## src/rtl/qdr_pkg.sv

```systemverilog
package qdr_pkg;

  localparam int NUM_DIG = 4;
  localparam logic [6:0] SEG_BLANK = 7'b0111111;

  // next code in the forward direction of travel
  function automatic logic [1:0] fwd_code(input logic [1:0] c);
    case (c)
      2'b10:   fwd_code = 2'b11;
      2'b11:   fwd_code = 2'b01;
      2'b01:   fwd_code = 2'b00;
      default: fwd_code = 2'b10;
    endcase
  endfunction

  function automatic logic [31:0] pow10(input int n);
    logic [31:0] r;
    r = 32'd1;
    for (int k = 0; k < n; k++) r = r * 32'd10;
    return r;
  endfunction

  // active-low segments, bit 6 = g ... bit 0 = a
  function automatic logic [6:0] seg_of(input logic [3:0] d);
    case (d)
      4'd0:    seg_of = 7'b1000000;
      4'd1:    seg_of = 7'b1111001;
      4'd2:    seg_of = 7'b0100100;
      4'd3:    seg_of = 7'b0110000;
      4'd4:    seg_of = 7'b0011001;
      4'd5:    seg_of = 7'b0010010;
      4'd6:    seg_of = 7'b0000010;
      4'd7:    seg_of = 7'b1111000;
      4'd8:    seg_of = 7'b0000000;
      4'd9:    seg_of = 7'b0010000;
      default: seg_of = SEG_BLANK;
    endcase
  endfunction

endpackage

```

## src/rtl/qdr_sync.sv

```systemverilog
module qdr_sync #(
  parameter int W = 2,
  parameter logic [W-1:0] INIT = '0
) (
  input  logic         clk,
  input  logic         rst_n,
  input  logic [W-1:0] d_i,
  output logic [W-1:0] q_o
);
  logic [W-1:0] meta;

  always_ff @(posedge clk or negedge rst_n) begin
    if (!rst_n) begin
      meta <= INIT;
      q_o  <= INIT;
    end else begin
      meta <= d_i;
      q_o  <= meta;
    end
  end
endmodule

```

## src/rtl/qdr_quad_fsm.sv

```systemverilog
module qdr_quad_fsm
  import qdr_pkg::*;
(
  input  logic       clk,
  input  logic       rst_n,
  input  logic [1:0] code_i,
  output logic       up_o,
  output logic       dn_o
);
  logic [1:0] st;

  always_ff @(posedge clk or negedge rst_n) begin
    if (!rst_n) begin
      st   <= 2'b10;
      up_o <= 1'b0;
      dn_o <= 1'b0;
    end else begin
      up_o <= 1'b0;
      dn_o <= 1'b0;
      if (code_i == fwd_code(st)) begin
        up_o <= 1'b1;
      end else if (fwd_code(code_i) == st) begin
        dn_o <= 1'b1;
      end
      // same code keeps the state; a double flip re-aligns without a count
      st <= code_i;
    end
  end
endmodule

```

## src/rtl/qdr_dec_conv.sv

```systemverilog
module qdr_dec_conv
  import qdr_pkg::*;
#(
  parameter int POS_W = 12
) (
  input  logic                      clk,
  input  logic                      rst_n,
  input  logic [POS_W-1:0]          pos_i,
  output logic [NUM_DIG-1:0][3:0]   dig_o,
  output logic                      done_o
);
  localparam int IDX_W = $clog2(NUM_DIG);

  typedef enum logic [2:0] {C_SNAP, C_CLEAR, C_SUB, C_LAST, C_PUB} cstate_t;

  cstate_t                    cs;
  logic [POS_W-1:0]           rem;
  logic [IDX_W-1:0]           idx;
  logic [NUM_DIG-1:0][3:0]    acc;
  logic [31:0]                weight;

  always_comb weight = pow10(int'(idx));

  always_ff @(posedge clk or negedge rst_n) begin
    if (!rst_n) begin
      cs     <= C_SNAP;
      rem    <= '0;
      idx    <= '0;
      acc    <= '0;
      dig_o  <= '0;
      done_o <= 1'b0;
    end else begin
      done_o <= 1'b0;
      case (cs)
        C_SNAP: begin
          rem <= pos_i;
          cs  <= C_CLEAR;
        end
        C_CLEAR: begin
          acc <= '0;
          idx <= IDX_W'(NUM_DIG - 1);
          cs  <= C_SUB;
        end
        C_SUB: begin
          if (32'(rem) >= weight) begin
            rem      <= rem - weight[POS_W-1:0];
            acc[idx] <= acc[idx] + 4'd1;
          end else if (idx == IDX_W'(1)) begin
            cs <= C_LAST;
          end else begin
            idx <= idx - IDX_W'(1);
          end
        end
        C_LAST: begin
          acc[0] <= rem[3:0];
          cs     <= C_PUB;
        end
        default: begin
          dig_o  <= acc;
          done_o <= 1'b1;
          cs     <= C_SNAP;
        end
      endcase
    end
  end
endmodule

```

## src/rtl/qdr_seg_digit.sv

```systemverilog
module qdr_seg_digit
  import qdr_pkg::*;
(
  input  logic       clk,
  input  logic       rst_n,
  input  logic       load_i,
  input  logic [3:0] digit_i,
  output logic [6:0] seg_o
);
  always_ff @(posedge clk or negedge rst_n) begin
    if (!rst_n)      seg_o <= SEG_BLANK;
    else if (load_i) seg_o <= seg_of(digit_i);
  end
endmodule

```

## src/rtl/qdr_readout_top.sv

```systemverilog
module qdr_readout_top
  import qdr_pkg::*;
#(
  parameter int POS_W = 12
) (
  input  logic             clk,
  input  logic             rst_n,
  input  logic             phase_a,
  input  logic             phase_b,
  output logic [POS_W-1:0] position,
  output logic [6:0]       seg_thou,
  output logic [6:0]       seg_hund,
  output logic [6:0]       seg_tens,
  output logic [6:0]       seg_unit
);
  logic [1:0]              code_s;
  logic                    up_pls;
  logic                    dn_pls;
  logic [NUM_DIG-1:0][3:0] digits;
  logic                    cnv_done;
  logic [NUM_DIG-1:0][6:0] seg_all;

  qdr_sync #(.W(2), .INIT(2'b10)) u_sync (
    .clk(clk), .rst_n(rst_n), .d_i({phase_a, phase_b}), .q_o(code_s)
  );

  qdr_quad_fsm u_fsm (
    .clk(clk), .rst_n(rst_n), .code_i(code_s), .up_o(up_pls), .dn_o(dn_pls)
  );

  always_ff @(posedge clk or negedge rst_n) begin
    if (!rst_n)      position <= '0;
    else if (up_pls) position <= position + POS_W'(1);
    else if (dn_pls) position <= position - POS_W'(1);
  end

  qdr_dec_conv #(.POS_W(POS_W)) u_conv (
    .clk(clk), .rst_n(rst_n), .pos_i(position), .dig_o(digits), .done_o(cnv_done)
  );

  for (genvar g = 0; g < NUM_DIG; g++) begin : g_seg
    qdr_seg_digit u_seg (
      .clk(clk), .rst_n(rst_n), .load_i(cnv_done),
      .digit_i(digits[g]), .seg_o(seg_all[g])
    );
  end

  assign seg_unit = seg_all[0];
  assign seg_tens = seg_all[1];
  assign seg_hund = seg_all[2];
  assign seg_thou = seg_all[3];
endmodule

```

## config.mk

```make
export PLATFORM = sky130hd
export DESIGN_NAME = qdr_readout_top
export DESIGN_NICKNAME = d
export VERILOG_FILES = /design/src/rtl/qdr_pkg.sv /design/src/rtl/qdr_sync.sv /design/src/rtl/qdr_quad_fsm.sv /design/src/rtl/qdr_dec_conv.sv /design/src/rtl/qdr_seg_digit.sv /design/src/rtl/qdr_readout_top.sv
export SDC_FILE = /design/constraint.sdc
export NUM_CORES = 1
export LEC_CHECK = 0
export BUFFER_PORTS_ARGS = -buffer_cell sky130_fd_sc_hd__buf_2
export CORE_MARGIN = 2
export CORE_UTILIZATION = 60
export CTS_CLUSTER_SIZE = 28
export DETAILED_ROUTE_END_ITERATION = 8
export PLACE_DENSITY = 0.8
export SLEW_MARGIN = 20
export SYNTH_ARGS = -nofsm -noshare
export SYNTH_HDL_FRONTEND = slang
export SYNTH_SLANG_ARGS = --single-unit
```

## constraint.sdc

```tcl
create_clock -name clk -period 3.35 [get_ports clk]
set_input_delay 0.335 -clock clk [delete_from_list [all_inputs] [get_ports clk]]
set_output_delay 0.335 -clock clk [all_outputs]
set_load 0.01 [all_outputs]
```

* Word level (Yosys, flattened, before mapping)
Memory sizes are Yosys's and may differ from the RTL's. A register that Yosys moved wholly into a read port is not among the register bits.
Index checks and enable logic that the tools add are counted.
** Word-level totals
- Register bits :: 70
- Bits in read-only memories :: 448
- Bits of input ports :: 4
- Output and inout bits :: 40
- Memories :: 4
** Cells by class
- Add/sub/neg operators :: 5
- $lt $le $gt $ge :: 6
- Equal/unequal tests :: 16
- Mux-type cells :: 28
- Reductions and logical operators :: 16
** Memory list
- (name not given) :: depth 16, bits a word 7, rd ports 1, clocked after memory_dff 1, write ports 0, RTL line qdr_pkg.sv:25 : case (d)
- (name not given) :: depth 16, bits a word 7, rd ports 1, clocked after memory_dff 1, write ports 0, RTL line qdr_pkg.sv:25
- (name not given) :: depth 16, bits a word 7, rd ports 1, clocked after memory_dff 1, write ports 0, RTL line qdr_pkg.sv:25
- (name not given) :: depth 16, bits a word 7, rd ports 1, clocked after memory_dff 1, write ports 0, RTL line qdr_pkg.sv:25
** Operator list (count)
- $mux W32 :: 2
- $pmux W12 S2 :: 2
- $mux W12 :: 3
- $ge A12 B32 Y1 :: 1
- $bwmux W16 :: 1
- $mux W16 :: 1
- $add A12 B1 Y12 const B :: 1
- $pmux W2 S3 :: 2
- $pmux W3 S4 :: 1
- $pmux W4 S3 :: 1
- $sub A12 B1 Y12 const B :: 1
- $sub A12 B12 Y12 :: 1
- $mux W10 :: 1
- $bmux W4 S2 :: 1
- $demux W4 S2 :: 1
- $eq A2 B2 Y1 const B :: 4
- $mux W4 :: 2
- $reduce_and A2 Y1 :: 4
- $eq A2 B1 Y1 const B :: 3
- $eq A3 B2 Y1 const B :: 2
- $mux W2 :: 3
- $mux W3 :: 2
- $reduce_bool A2 Y1 :: 3
- $add A4 B1 Y4 const B :: 1
- other kinds (17) :: 27

* Longest topological paths before layout
- Word-level depth :: 7
- Mapped depth :: 12
- Mapped depth without buffers :: 10

* Hierarchy
A second synthesis with hierarchy kept.
** Unflattened totals
- Cell total of the unflattened synthesis :: 548
- Area total of the unflattened synthesis :: 5873.1 um^2
** By module, submodules not included
- qdr_dec_conv :: instances 1, cells each 276, area each 2884.0 um^2, seq. area each 1251.2 um^2
- qdr_seg_digit at g_seg[0].u_seg ... :: instances 2, cells each 43, area each 461.7 um^2, seq. area each 182.7 um^2
- qdr_readout_top :: instances 1, cells each 86, area each 878.3 um^2, seq. area each 300.3 um^2
- qdr_seg_digit at g_seg[2].u_seg :: instances 1, cells each 43, area each 493.0 um^2, seq. area each 182.7 um^2
- qdr_seg_digit at g_seg[3].u_seg :: instances 1, cells each 45, area each 462.9 um^2, seq. area each 182.7 um^2
- qdr_quad_fsm :: instances 1, cells each 8, area each 128.9 um^2, seq. area each 101.3 um^2
- qdr_sync :: instances 1, cells each 4, area each 102.6 um^2, seq. area each 102.6 um^2

* Least setup slack after synthesis
Ideal clock, no wire load.
- Path kind :: reg2reg
- Start point :: register u_conv.idx[1]
- End point :: register u_conv.rem[9]
- Library setup time :: 123 ps
- Arrival time :: 2738 ps
- Required time :: 3227 ps
- Slack :: 489 ps
- Cell stages (with the launch flop) :: 11
- Buffers on the path :: 1
- Period minus slack after synthesis :: 2861 ps
- Cell sequence :: dfrtp_1 > inv_1 > ha_1 > clkbuf_1 > or3_1 > ha_1 > or3_4 > o31ai_2 > mux2_1 > a21oi_1 > o31ai_2
** On the way
- Cells in the longest elaborated chain, start to end :: 7
- Elaborated cells between the ends (all ways) :: 12
- Those cells by class :: add/sub (1); order compare (4); eq/ne (1); mux (5); reduce/logical (1)
** Ends and longest elaborated chain
- start, declared :: RTL line qdr_dec_conv.sv:18 : logic [IDX_W-1:0] idx;
- start signal, assigned :: RTL line qdr_dec_conv.sv:41 : idx <= IDX_W'(NUM_DIG - 1);
- start signal, assigned :: RTL line qdr_dec_conv.sv:51 : idx <= idx - IDX_W'(1);
- $lt A2 B2 Y1 :: RTL line qdr_pkg.sv:19 : for (int k = 0; k < n; k++) r = r * 32'd10;
- $mux W10 :: RTL line qdr_pkg.sv:19
- $mux W32 :: RTL line qdr_pkg.sv:19
- $mux W32 (*) :: RTL line qdr_pkg.sv:19
- $ge A12 B32 Y1 / $sub A12 B12 Y12 (equally long branches) :: RTL line qdr_dec_conv.sv:45, qdr_dec_conv.sv:46
- $ne A2 B1 Y1 (no source line) / $mux W12 (equally long branches)
- $reduce_and A2 Y1 (no source line) / $pmux W12 S2 (equally long branches)
- end signal, assigned :: RTL line qdr_dec_conv.sv:36 : rem <= pos_i;
- end signal, assigned :: RTL line qdr_dec_conv.sv:46 : rem <= rem - weight[POS_W-1:0];
- end, declared :: RTL line qdr_dec_conv.sv:17 : logic [POS_W-1:0] rem;
Every way passes the cells marked *; elsewhere a longest branch is shown, timed or not. The select of a mux whose other input is x is not followed.
A chain may end at the register's enable or synchronous reset.

* Final worst setup path
- Start point :: register u_conv.idx[1]
- End point :: register u_conv.rem[1]
** On the way
- Cells in the longest elaborated chain, start to end :: 7
- Elaborated cells between the ends (all ways) :: 12
- Those cells by class :: add/sub (1); order compare (4); eq/ne (1); mux (5); reduce/logical (1)
** Ends and longest elaborated chain
- $lt A2 B2 Y1 :: RTL line qdr_pkg.sv:19
- $mux W10 :: RTL line qdr_pkg.sv:19
- $mux W32 :: RTL line qdr_pkg.sv:19
- $mux W32 (*) :: RTL line qdr_pkg.sv:19
- $ge A12 B32 Y1 :: RTL line qdr_dec_conv.sv:45 : if (32'(rem) >= weight) begin
- $ne A2 B1 Y1 (no source line)
- $reduce_and A2 Y1 (no source line)
Marks and branches as above.

==> key figures <==
Yosys
  – Synth Net Count: ~620
  – Post-synthesis cell count: approximately 570
  – Flops & latches, synth: a little under 100
  – Mapped cell area: about 5700 sq um
  – Avg Inst Size Synth: approximately 10 sq um
  – Distinct cells, synth: slightly below 70
  – Ys Warns: 0
  – Seq/Total Area, Yosys: a little over two fifths
  – Synth Flop Type: dfrtp_1
  – Post-synth EDFFs: 0
  – Async SR Flop Fraction: between 90% and 100%

STA
  – Maximum clock frequency: between 0.3 and 0.4 GHz
  – Relative slew slack: between 40% and 50%
  – RSZ-0062 raised after global routing: no
  – Hold_ws: approximately 0.0081 ns
  – Final Hold Violating Endpoints: 0
  – Crit share post-route: 91.2%
  – Final min period: between 3 and 4 ns
  – Actual slew at the worst max-slew pin: 0.776 ns
  – Clk_skew: roughly 0.019 ns
  – Final Max Tran Viols: 0
  – Setup violators final: 0
  – Final TNS setup: 0 ns

Drt
  – Routed Antenna Nets: 0
  – Initial DRT Pass Iterations: 5
  – Drt drc: 0
  – Routed WL: 11500 um
  – Initial drt markers: about 210
  – Avg WL per Cell: around 16 um
  – Post-DR vias/cell: just under 6
  – Total number of vias: 4300

Global route
  – Total Routing Usage GR: 24.7%
  – First-pass GRT wire length: 20000 um
  – Largest net degree at the start of global routing: 63
  – Antenna violations before repair: 0
  – GR Overflow Total: 0
  – Vias in the first global route: approximately 4200

Floorplan
  – Starting Density: 61.8%
  – CORE AREA: between 9000 and 10000 sq um
  – Boundary Pins: 44
  – Die H: slightly above 100 um
  – Die Wd: 101 um
  – Row Count: 35
  – Die area: around 10000 sq um

Worst setup path
  – Slowest cell delay on critical path: approximately 0.52 ns
  – Critical Path Fanout Max: 20
  – Req. time, crit path: 3.66 ns
  – Crit path from: u_conv.idx[1]
  – Top delay family on crit path: simple AND/OR/NAND/NOR gates
  – WS Path Type: reg2reg
  – FF-to-FF Start: u_conv.idx[1]
  – Startpoint Class: flop
  – Buffers & Inverters on Critical Path: 2
  – FF-to-FF End: u_conv.rem[1]
  – CP max stage cell: dfrtp_1
  – R2R Setup Slk: about 0.30 ns
  – Critical Path, Cell by Cell: inv_1 -> ha_1 -> or3_1 -> ha_1 -> a211oi_2 -> nor2_1 -> or2_4 -> o31ai_4 -> buf_4 -> a211oi_2 -> a21oi_2
  – Data arrival, critical path: ~3.4 ns
  – Critical Path Sink Type: flop
  – R2R cell count: 11

Worst hold path
  – Min-Delay Path Class: in2async

CTS
  – Root buffer cell: clkbuf_8
  – Longest Clk Path Bufs: 2
  – CTS Buf Count: 9
  – TritonCTS Sinks: slightly below 100
  – # hold bufs at CTS: 0
  – Number of setup buffers added after CTS: 0
  – Skew-Pair Late Insertion Delay: approximately 0.39 ns
  – PostCTS Resize Cnt: 0
  – CTS tree: done
  – # H-tree levels: 3
  – Worst-path clk slew: around 0.11 ns

Pwr
  – LEAKAGE: 2.82 nW
  – Design Power: 6.34 mW
  – PD cells: 1020 nW/um^2
  – Peak VDD IR: between 0.0006 and 0.0007 V

Layout
  – Synthesis-to-finish area growth: 9.55%
  – Final layout net count: between 600 and 700
  – Ratio of cells with drive above 1 in the final layout: between 20 and 25%
  – N_diodes: 0

Status
  – Status: complete, no violations

Placed design
  – Final Wtd Congestion: 0.923
  – Post-DP HPWL: 8420 um
  – I/O Buffers: 43

Run
  – Max-cap violation count: 0
==> how the worst max path moves through the flow <==
stage | to | cells past startpoint
finish | u_conv.rem[1] | 11
global route | u_conv.rem[2] | 11
CTS | u_conv.rem[9] | 9
detailed placement | u_conv.rem[9] | 9
global placement | u_conv.rem[9] | 9
floorplan | u_conv.rem[9] | 10
==> where the power goes <==
part	leakage, nW	internal (mW)	switching [mW]
Clock	0.109	0.366	0.469
Combinational	1.52	1.45	1.98
Sequential	1.19	1.66	0.419
==> worst reg2reg max path: cells and delay by family, from the launching register on <==
kind	cells	cell delay (ns)
AND/OR/NAND/NOR	3	0.83
buffers and inverters	2	0.40
flip-flops	1	0.52
adder cells (fa/ha/maj)	2	0.57
AO/OA/AOI/OAI	4	0.66
==> registers in the layout, indices dropped and copies added, names as in the netlist <==
signal	cells
u_conv.acc	16
u_conv.cs	3
u_sync.meta	2
u_fsm.st	2
u_fsm.up_o	1
g_seg.u_seg.seg_o	28
u_conv.done_o	1
u_conv.dig_o	16
u_fsm.dn_o	1
u_sync.q_o	2
position	12
u_conv.idx	2
u_conv.rem	12
==> area by class of cell <==
cell class / instances / area, sq um
timing repair buffer: 53 / 293
clock inverter: 7 / 92.6
tap: 111 / 139
clock buffer: 9 / 124
multi-input combinational: 411 / 2970
fill: 697 / 2970
sequential: 98 / 2490
inverter: 32 / 120
==> through the flow <==
| stage | setup slack [ns] | std cells | util, % | instance area (sq um) |
|---|---|---|---|---|
| final | 0.296 | 721 | 67.7 | 6230 |
| after global routing | 0.0820 | 721 | 67.7 | 6230 |
| after CTS | 0.309 | 721 | 67.7 | 6230 |
| after detailed placement | 0.315 | 705 | 65.4 | 6010 |
| after global placement | 0.455 | 705 | 65.4 | 6010 |
| after floorplan | 0.489 | 566 | - | 5680 |
==> cell families (layout without fill, tap and decap cells) <==
group	count (synthesis)	in the layout	synth area share [%]
multiplexers	25	25	5.53
flip-flops	98	98	43.7
AO/OA/AOI/OAI	185	185	22.1
adder cells (fa/ha/maj)	46	46	10.4
AND/OR/NAND/NOR	137	137	11.5
buffers and inverters	57	101	3.96
XOR/XNOR	18	18	2.77
==> cells in the mapped netlist (9+ instances only) <==
library cell,number,area (sq um)
a21oi_1,34,170
o21ai_0,50,250
nor2_1,33,124
xnor2_1,9,78.8
dfstp_2,27,709
clkbuf_1,19,71.3
ha_1,44,551
dfrtp_1,71,1780
inv_1,31,116
a22o_1,9,78.8
nand2_1,53,199
mux2i_1,10,100
xor2_1,9,78.8
o21ai_1,16,80.1
o211ai_1,9,67.6
nor3_1,10,50.1
mux2_2,10,113
==> cell usage in the layout (no fill, tap or decap), drive strengths merged, types with 3 or more instances in the layout <==
cell type / count
clkinv: 3
and2: 5
ha: 44
xor2: 9
nand3: 5
nand3b: 6
o21a: 7
mux4: 4
mux2i: 10
a211oi: 3
a22oi: 3
nor2b: 6
nand2: 53
dfstp: 27
a31oi: 5
a21oi: 36
o31ai: 6
o21ai: 69
a32oi: 4
o211ai: 9
mux2: 11
or2: 5
buf: 53
a21boi: 8
nor2: 34
nor3: 12
a311oi: 3
a21o: 8
dfrtp: 71
or3: 6
a22o: 9
inv: 35
xnor2: 9
clkbuf: 9
==> metal layers <==
| layer | track usage [%] | part of all wire [%] | up-vias |
|---|---|---|---|
| met5 | 0 | 0 | - |
| met3 | 3.24 | 3.8 | 18 |
| met2 | 41.0 | 51 | 108 |
| met4 | 9.77 | 1.7 | 0 |
| met1 | 32.9 | 44 | 2062 |
| li1 | - | - | 2112 |
No activity file was read; power rests on OpenSTA's default activity.
